`config.mk`:
```
export PLATFORM = sky130hd
export DESIGN_NAME = ctrl_sync_regs
export DESIGN_NICKNAME = d
export VERILOG_FILES = /design/src/rtl/ctrl_sync_regs_pkg.sv /design/src/rtl/ctrl_sync_regs_sync.sv /design/src/rtl/ctrl_sync_regs_ctl.sv /design/src/rtl/ctrl_sync_regs_dp.sv /design/src/rtl/ctrl_sync_regs.sv
export SDC_FILE = /design/constraint.sdc
export NUM_CORES = 1
export LEC_CHECK = 0
export CAP_MARGIN = 20
export CORE_ASPECT_RATIO = 0.7
export CORE_MARGIN = 10
export CORE_UTILIZATION = 38
export CTS_BUF_LIST = sky130_fd_sc_hd__clkbuf_2 sky130_fd_sc_hd__clkbuf_4 sky130_fd_sc_hd__clkbuf_8
export CTS_CLUSTER_SIZE = 28
export DETAILED_ROUTE_END_ITERATION = 8
export GPL_ROUTABILITY_DRIVEN = 0
export MAX_ROUTING_LAYER = met4
export PLACE_DENSITY = 0.92
export SYNTH_ARGS = -nofsm -noshare
export SYNTH_HDL_FRONTEND = slang
export SYNTH_SLANG_ARGS = --single-unit
```
`constraint.sdc`:
```
create_clock -name clk -period 5 [get_ports clk]
set_input_delay 1 -clock clk [delete_from_list [all_inputs] [get_ports clk]]
set_output_delay 1 -clock clk [all_outputs]
set_load 0.01 [all_outputs]
```
`src/rtl/ctrl_sync_regs_pkg.sv`:
```
package ctrl_sync_regs_pkg;
  localparam int OFS_CTRL = 0;
  localparam int OFS_BUSY = 4;
  localparam int OFS_DBG  = 8;
  localparam int RST_BIT  = 0;
  localparam int EN_BIT   = 1;

  typedef struct packed {
    logic wrCtrl;
    logic rstStart;
    logic wrDbg;
    logic rstDone;
    logic clrEnBusy;
  } ctlStrobes_t;

  typedef enum logic {ST_IDLE = 1'b0, ST_WAIT = 1'b1} hsState_t;
endpackage

```
`src/rtl/ctrl_sync_regs_sync.sv`:
```
module ctrl_sync_regs_sync #(
  parameter int STAGES = 2
) (
  input  logic clk,
  input  logic rstN,
  input  logic d,
  output logic q
);
  logic [STAGES-1:0] chain;

  always_ff @(posedge clk or negedge rstN) begin
    if (!rstN) chain[0] <= 1'b0;
    else       chain[0] <= d;
  end

  for (genvar i = 1; i < STAGES; i++) begin : g_stage
    always_ff @(posedge clk or negedge rstN) begin
      if (!rstN) chain[i] <= 1'b0;
      else       chain[i] <= chain[i-1];
    end
  end

  assign q = chain[STAGES-1];
endmodule

```
`src/rtl/ctrl_sync_regs_ctl.sv`:
```
module ctrl_sync_regs_ctl
  import ctrl_sync_regs_pkg::*;
#(
  parameter int ADDR_W      = 12,
  parameter int SYNC_STAGES = 2
) (
  input  logic              clk,
  input  logic              rstN,
  input  logic              psel,
  input  logic              penable,
  input  logic              pwrite,
  input  logic [ADDR_W-1:0] paddr,
  input  logic              wrRstBit,
  input  logic              enableQ,
  input  logic              rstBusyQ,
  input  logic              ackToggle,
  output ctlStrobes_t       strb,
  output logic              pslverr,
  output logic              reqToggle,
  output logic              syncEnable,
  output logic              syncReset,
  output logic              waiting,
  output logic              dirty
);
  hsState_t state;
  logic     ackSynced;
  logic     wrAcc;
  logic     hitCtrl;
  logic     hitDbg;
  logic     rstReq;
  logic     launch;
  logic     doneNow;

  ctrl_sync_regs_sync #(.STAGES(SYNC_STAGES)) u_ackSync (
    .clk (clk),
    .rstN(rstN),
    .d   (ackToggle),
    .q   (ackSynced)
  );

  assign wrAcc   = psel && penable && pwrite;
  assign hitCtrl = (paddr == ADDR_W'(OFS_CTRL));
  assign hitDbg  = (paddr == ADDR_W'(OFS_DBG));
  assign rstReq  = wrRstBit && enableQ;

  assign launch  = (state == ST_IDLE) && dirty;
  assign doneNow = (state == ST_WAIT) && (reqToggle == ackSynced);
  assign waiting = (state == ST_WAIT);

  always_comb begin
    strb.wrCtrl    = wrAcc && hitCtrl && !rstBusyQ && !rstReq;
    strb.rstStart  = wrAcc && hitCtrl && !rstBusyQ && rstReq;
    strb.wrDbg     = wrAcc && hitDbg && !rstBusyQ;
    strb.rstDone   = doneNow && syncReset;
    strb.clrEnBusy = doneNow && !syncReset && !dirty;
  end

  assign pslverr = wrAcc && rstBusyQ;

  always_ff @(posedge clk or negedge rstN) begin
    if (!rstN) begin
      state      <= ST_IDLE;
      dirty      <= 1'b0;
      reqToggle  <= 1'b0;
      syncEnable <= 1'b0;
      syncReset  <= 1'b0;
    end else begin
      if (launch) begin
        state      <= ST_WAIT;
        reqToggle  <= ~reqToggle;
        syncEnable <= enableQ;
        syncReset  <= rstBusyQ;
      end else if (doneNow) begin
        state <= ST_IDLE;
      end

      if (strb.rstDone)                     dirty <= 1'b0;
      else if (strb.wrCtrl || strb.rstStart) dirty <= 1'b1;
      else if (launch)                      dirty <= 1'b0;
    end
  end
endmodule

```
`src/rtl/ctrl_sync_regs_dp.sv`:
```
module ctrl_sync_regs_dp
  import ctrl_sync_regs_pkg::*;
#(
  parameter int          ADDR_W   = 12,
  parameter int          DBG_W    = 1,
  parameter logic [31:0] CFG_MASK = 32'hFFFF_009C
) (
  input  logic              clk,
  input  logic              rstN,
  input  ctlStrobes_t       strb,
  input  logic [ADDR_W-1:0] paddr,
  input  logic [31:0]       pwdata,
  output logic [31:0]       prdata,
  output logic [31:0]       ctrlQ,
  output logic [DBG_W-1:0]  dbgQ,
  output logic              enBusyQ,
  output logic              rstBusyQ
);
  localparam logic [31:0] CFG_ONLY = CFG_MASK & ~32'h3;
  localparam logic [31:0] RST_WORD = 32'h1 << RST_BIT;

  logic [31:0] nextCtrl;

  always_comb begin
    nextCtrl = (ctrlQ[EN_BIT] ? ctrlQ : pwdata) & CFG_ONLY;
    nextCtrl[EN_BIT] = pwdata[EN_BIT];
  end

  always_ff @(posedge clk or negedge rstN) begin
    if (!rstN) begin
      ctrlQ    <= '0;
      dbgQ     <= '0;
      enBusyQ  <= 1'b0;
      rstBusyQ <= 1'b0;
    end else begin
      if (strb.rstDone)       ctrlQ <= '0;
      else if (strb.rstStart) ctrlQ <= RST_WORD;
      else if (strb.wrCtrl)   ctrlQ <= nextCtrl;

      if (strb.wrDbg) dbgQ <= pwdata[DBG_W-1:0];

      if (strb.rstDone)        enBusyQ <= 1'b0;
      else if (strb.wrCtrl)    enBusyQ <= 1'b1;
      else if (strb.clrEnBusy) enBusyQ <= 1'b0;

      if (strb.rstStart)     rstBusyQ <= 1'b1;
      else if (strb.rstDone) rstBusyQ <= 1'b0;
    end
  end

  always_comb begin
    prdata = '0;
    if (paddr == ADDR_W'(OFS_CTRL)) begin
      prdata = ctrlQ;
    end else if (paddr == ADDR_W'(OFS_BUSY)) begin
      prdata[RST_BIT] = rstBusyQ;
      prdata[EN_BIT]  = enBusyQ && !rstBusyQ;
    end else if (paddr == ADDR_W'(OFS_DBG)) begin
      prdata[DBG_W-1:0] = rstBusyQ ? '0 : dbgQ;
    end
  end
endmodule

```
`src/rtl/ctrl_sync_regs.sv`:
```
module ctrl_sync_regs
  import ctrl_sync_regs_pkg::*;
#(
  parameter int          ADDR_W      = 12,
  parameter int          DBG_W       = 1,
  parameter int          SYNC_STAGES = 2,
  parameter int          MODE_LSB    = 2,
  parameter int          MODE_W      = 3,
  parameter int          MODE_I2C    = 4,
  parameter logic [31:0] CFG_MASK    = 32'hFFFF_009C
) (
  input  logic              clk,
  input  logic              rstN,
  input  logic              psel,
  input  logic              penable,
  input  logic              pwrite,
  input  logic [ADDR_W-1:0] paddr,
  input  logic [31:0]       pwdata,
  output logic [31:0]       prdata,
  output logic              pslverr,
  output logic [31:0]       cfgOut,
  output logic [DBG_W-1:0]  dbgOut,
  output logic              i2cClientSel,
  output logic              syncEnable,
  output logic              syncReset,
  output logic              reqToggle,
  input  logic              ackToggle
);
  ctlStrobes_t      strb;
  logic [31:0]      ctrlQ;
  logic [DBG_W-1:0] dbgQ;
  logic             enBusyQ;
  logic             rstBusyQ;
  logic             waiting;
  logic             dirty;

  ctrl_sync_regs_ctl #(.ADDR_W(ADDR_W), .SYNC_STAGES(SYNC_STAGES)) u_ctl (
    .clk       (clk),
    .rstN      (rstN),
    .psel      (psel),
    .penable   (penable),
    .pwrite    (pwrite),
    .paddr     (paddr),
    .wrRstBit  (pwdata[RST_BIT]),
    .enableQ   (ctrlQ[EN_BIT]),
    .rstBusyQ  (rstBusyQ),
    .ackToggle (ackToggle),
    .strb      (strb),
    .pslverr   (pslverr),
    .reqToggle (reqToggle),
    .syncEnable(syncEnable),
    .syncReset (syncReset),
    .waiting   (waiting),
    .dirty     (dirty)
  );

  ctrl_sync_regs_dp #(.ADDR_W(ADDR_W), .DBG_W(DBG_W), .CFG_MASK(CFG_MASK)) u_dp (
    .clk     (clk),
    .rstN    (rstN),
    .strb    (strb),
    .paddr   (paddr),
    .pwdata  (pwdata),
    .prdata  (prdata),
    .ctrlQ   (ctrlQ),
    .dbgQ    (dbgQ),
    .enBusyQ (enBusyQ),
    .rstBusyQ(rstBusyQ)
  );

  assign cfgOut       = ctrlQ;
  assign dbgOut       = dbgQ;
  assign i2cClientSel = (ctrlQ[MODE_LSB +: MODE_W] == MODE_W'(MODE_I2C));
endmodule

```
==> out/metrics.csv <==
stage;metric;value;unit
run_status;status;completed;
critical_path;crit_fanout;20;
floorplanning;rows;20;
placement;number_of_buffer_cells_added_on_primary_ports;89;
synthesis;post_synth_instance_area;1660;µm²
synthesis;synthMostInstantiatedCell;sky130_fd_sc_hd__dfrtp_1;
synthesis;synth_ff_type;sky130_fd_sc_hd__dfrtp_1;
clocking;clkSinkCount;32;
placement;placed_area;2500;µm²
pwr;power_density;206;nW/µm²
finish;stdcell_area;2600;µm²
sta;worst_slew_pin_slew;0.653;ns
detailed_routing;ant_nets;0;
pwr;power_share_of_the_combinational_group;11.4;%
synthesis;synth.distinct_cells;35;
clocking;tritoncts;done;
detailed_routing;drcViolationCount;0;
finish;layout.nets;288;
finish;fill_cells;372;
critical_path;critPathLaunchType;input port;
synthesis;netlist.area_leader.share;48.2;%
detailed_routing;wl;5270;µm
pwr;finalPower;534;µW
global_routing;grtUsageTotal;14.5;%
floorplanning;die_area;7460;µm²
pwr;seqPwrFrac;49.3;%
sta;fin_ws;0.806;ns
pwr;ir_drop;0.000139;V
synthesis;synth.yosys.warnings;0;
clocking;cts-resized-gates;0;
synthesis;synth-seq-cells;32;
synthesis;edff_count_synth;0;
pwr;power.leakage;0.00120;µW
finish;drive_above_1_share;7.53;%
detailed_routing;detail_route.iter0.violations;60;
synthesis;synth.avg_cell_area;11.1;µm²
clocking;worstSkewPairLatency;0.28;ns
pwr;clkPwrFrac;39.3;%
sta;drv_slew;0;
synthesis;syn_inst;150;
sta;fin_crit_sh;83.9;%
finish;antenna_cells_inserted;0;
pwr;p_sw;123;µW
detailed_routing;routed-via-count;1450;
sta;relSlewSlack;56.3;%
critical_path;endpoint_kind;primary output;
detailed_routing;detail_route.vias_per_cell;4.93;
global_routing;antenna_violations_before_repair;0;
critical_path;worst_ep_arrival_time;3.19;ns
clocking;worst_setup_hold_path_clk_slew;0.06;ns
job;number_of_max_cap_violations;0;
clocking;ctsHtreeMaxLevel;2;
sta;rsz0062_at_grt;false;
synthesis;synth_largest_area_cell;sky130_fd_sc_hd__dfrtp_1;
sta;final-hold-violation-count;0;
synthesis;synth_async_sr_flop_share;100;%
global_routing;pin_count_of_the_biggest_net_entering_global_routing;33;
floorplanning;placeableCoreArea;4280;µm²
finish;layout_area_overhead;56.2;%
clocking;post_cts_buffers;0;
global_routing;grt_remaining_overflow;0;
sta;finalSetupViolations;0;
detailed_routing;wl_per_cell;17.9;µm
placement;worst_slack_at_placement;0.790;ns
sta;fin_skew;0.00427;ns
synthesis;synthTopCellsByArea;sky130_fd_sc_hd__dfrtp_1, sky130_fd_sc_hd__buf_4, sky130_fd_sc_hd__a22o_1;
floorplanning;die_width;99.1;µm
global_routing;first_pass_grt_wire_length;8170;µm
placement;hpwlAfterDp;4160;µm
critical_path;required;4.00;ns
critical_path;timing.setup.critical_path_class;input port to primary output;
pwr;internal_power;411;µW
sta;clock.fmax;238;MHz
synthesis;portion_of_the_post_synthesis_area_used_by_sequential_elements;48.2;%
floorplanning;start_util;38.9;%
sta;worst_hold_slack;0.354;ns
clocking;cts_hold_repair.buffers;0;
clocking;cts_inserted_buffers;5;
detailed_routing;drt-pass1-iter-count;4;
synthesis;ys_top_cells_by_count;sky130_fd_sc_hd__dfrtp_1, sky130_fd_sc_hd__buf_4, sky130_fd_sc_hd__and3_1;
floorplanning;die-height;75.3;µm
global_routing;grt_pass1_vias;1533;
floorplanning;boundaryPins;120;
sta;period_minus_slack;4.19;ns
worst_hold_path;timing.hold.worst.class;flop to flop;
sta;totalNegativeSetupSlack;0;ns
clocking;clk_path_buf_depth;2;
clocking;ctsRootBufferMaster;sky130_fd_sc_hd__clkbuf_8;
pwr;sw_frac_of_total;23.0;%
-- cell type report --
type / count / area (µm²) / area share, %
Tap cell: 55 / 68.8 / 2.65
Multi-Input combinational cell: 105 / 706 / 27.2
Clock inverter: 1 / 7.51 / 0.289
Clock buffer: 7 / 90.1 / 3.47
Timing Repair Buffer: 93 / 921 / 35.5
Inverter: 1 / 3.75 / 0.145
Sequential cell: 32 / 801 / 30.8
-- power by group through the flow --
stage / Combinational (µW) / Clock [µW] / Sequential, µW
2_1_floorplan: 30.8 / 0 / 268
3_3_place_gp: 59.0 / 0 / 268
3_5_place_dp: 60.5 / 0 / 268
4_1_cts: 60.7 / 218 / 263
5_1_grt: 66.6 / 230 / 263
6_report: 60.8 / 210 / 263
-- cells by family after synthesis --
logic type	count (synthesis)	synth area share (%)
buffers and inverters	32	13.7
AND/OR/NAND/NOR	49	19.0
flip-flops	32	48.2
other	1	0.226
XOR/XNOR	2	1.05
multiplexers	4	2.56
AO/OA/AOI/OAI	30	15.4
-- through the flow --
stage / instances / util, %
after floorplan: 169 / -
after global placement: 286 / 58.4
after detailed placement: 286 / 58.4
after CTS: 294 / 60.7
after global routing: 294 / 60.7
final: 294 / 60.7
-- routing by layer --
layer | global-route usage (%) | part of all wire (%) | wire (µm)
met4 | 4.75 | 1.2 | 63
met5 | - | 0 | 0
met3 | 5.43 | 9.4 | 495
met1 | 17.7 | 45 | 2400
met2 | 21.7 | 44 | 2320
-- worst paths after layout --
path / start / endpoint / slack (ns) / depth (start not counted)
setup reg to reg: u_ctl.reqToggle / u_dp.ctrlQ[2] / 3.24 / 4
max in group asynchronous: rstN / u_dp.ctrlQ[0] / 3.59 / 2
min in group asynchronous: rstN / u_dp.ctrlQ[18] / 1.12 / 2
hold reg to reg: u_ctl.u_ackSync.chain[0] / u_ctl.u_ackSync.q / 0.35 / 0
setup / recovery: paddr[11] / prdata[2] / 0.81 / 6
hold / removal: u_ctl.u_ackSync.chain[0] / u_ctl.u_ackSync.q / 0.35 / 0
-- state kept, by name (all words and copies together), names as in the netlist --
register and cells:
u_dp.ctrlQ 22, u_ctl.dirty 1, u_ctl.reqToggle 1, u_ctl.syncEnable 1, u_ctl.syncReset 1, u_ctl.u_ackSync.chain 1
u_ctl.u_ackSync.q 1, u_ctl.waiting 1, u_dp.dbgQ 1, u_dp.enBusyQ 1, u_dp.rstBusyQ 1
-- placed cells by master, fill, tap and decap left out --
cell type / count
sky130_fd_sc_hd__conb_1: 20
sky130_fd_sc_hd__nand4_1: 1
sky130_fd_sc_hd__nor3b_1: 2
sky130_fd_sc_hd__clkdlybuf4s50_1: 89
sky130_fd_sc_hd__nand2b_1: 2
sky130_fd_sc_hd__nor4_1: 1
sky130_fd_sc_hd__or2_0: 1
sky130_fd_sc_hd__nor3_2: 1
sky130_fd_sc_hd__and3_1: 22
sky130_fd_sc_hd__clkbuf_8: 6
sky130_fd_sc_hd__nand4b_1: 1
sky130_fd_sc_hd__nor2_1: 5
sky130_fd_sc_hd__mux2_1: 1
sky130_fd_sc_hd__o21ai_0: 2
sky130_fd_sc_hd__nand3_1: 1
sky130_fd_sc_hd__nand4_2: 1
sky130_fd_sc_hd__clkbuf_4: 1
sky130_fd_sc_hd__nor2b_1: 1
sky130_fd_sc_hd__a22o_1: 20
sky130_fd_sc_hd__and4b_1: 1
sky130_fd_sc_hd__mux2i_1: 2
sky130_fd_sc_hd__nor4bb_1: 1
sky130_fd_sc_hd__buf_4: 4
sky130_fd_sc_hd__a21oi_1: 3
sky130_fd_sc_hd__clkinvlp_4: 1
sky130_fd_sc_hd__o22ai_1: 1
sky130_fd_sc_hd__o21a_1: 2
sky130_fd_sc_hd__dfrtp_1: 32
sky130_fd_sc_hd__nor4_2: 2
sky130_fd_sc_hd__inv_1: 1
sky130_fd_sc_hd__and2_1: 1
sky130_fd_sc_hd__a31oi_1: 1
sky130_fd_sc_hd__nand2_1: 5
sky130_fd_sc_hd__mux2_2: 1
sky130_fd_sc_hd__a41oi_4: 1
sky130_fd_sc_hd__xnor2_1: 2
-- worst max-delay path, stage by stage --
cell and delay [ns]:
sky130_fd_sc_hd__clkdlybuf4s50_1 0.42, sky130_fd_sc_hd__nor4_2 0.35, sky130_fd_sc_hd__and3_1 0.38, sky130_fd_sc_hd__buf_4 0.28
sky130_fd_sc_hd__and3_1 0.20, sky130_fd_sc_hd__clkdlybuf4s50_1 0.56
No activity file was read; power rests on OpenSTA's default activity.
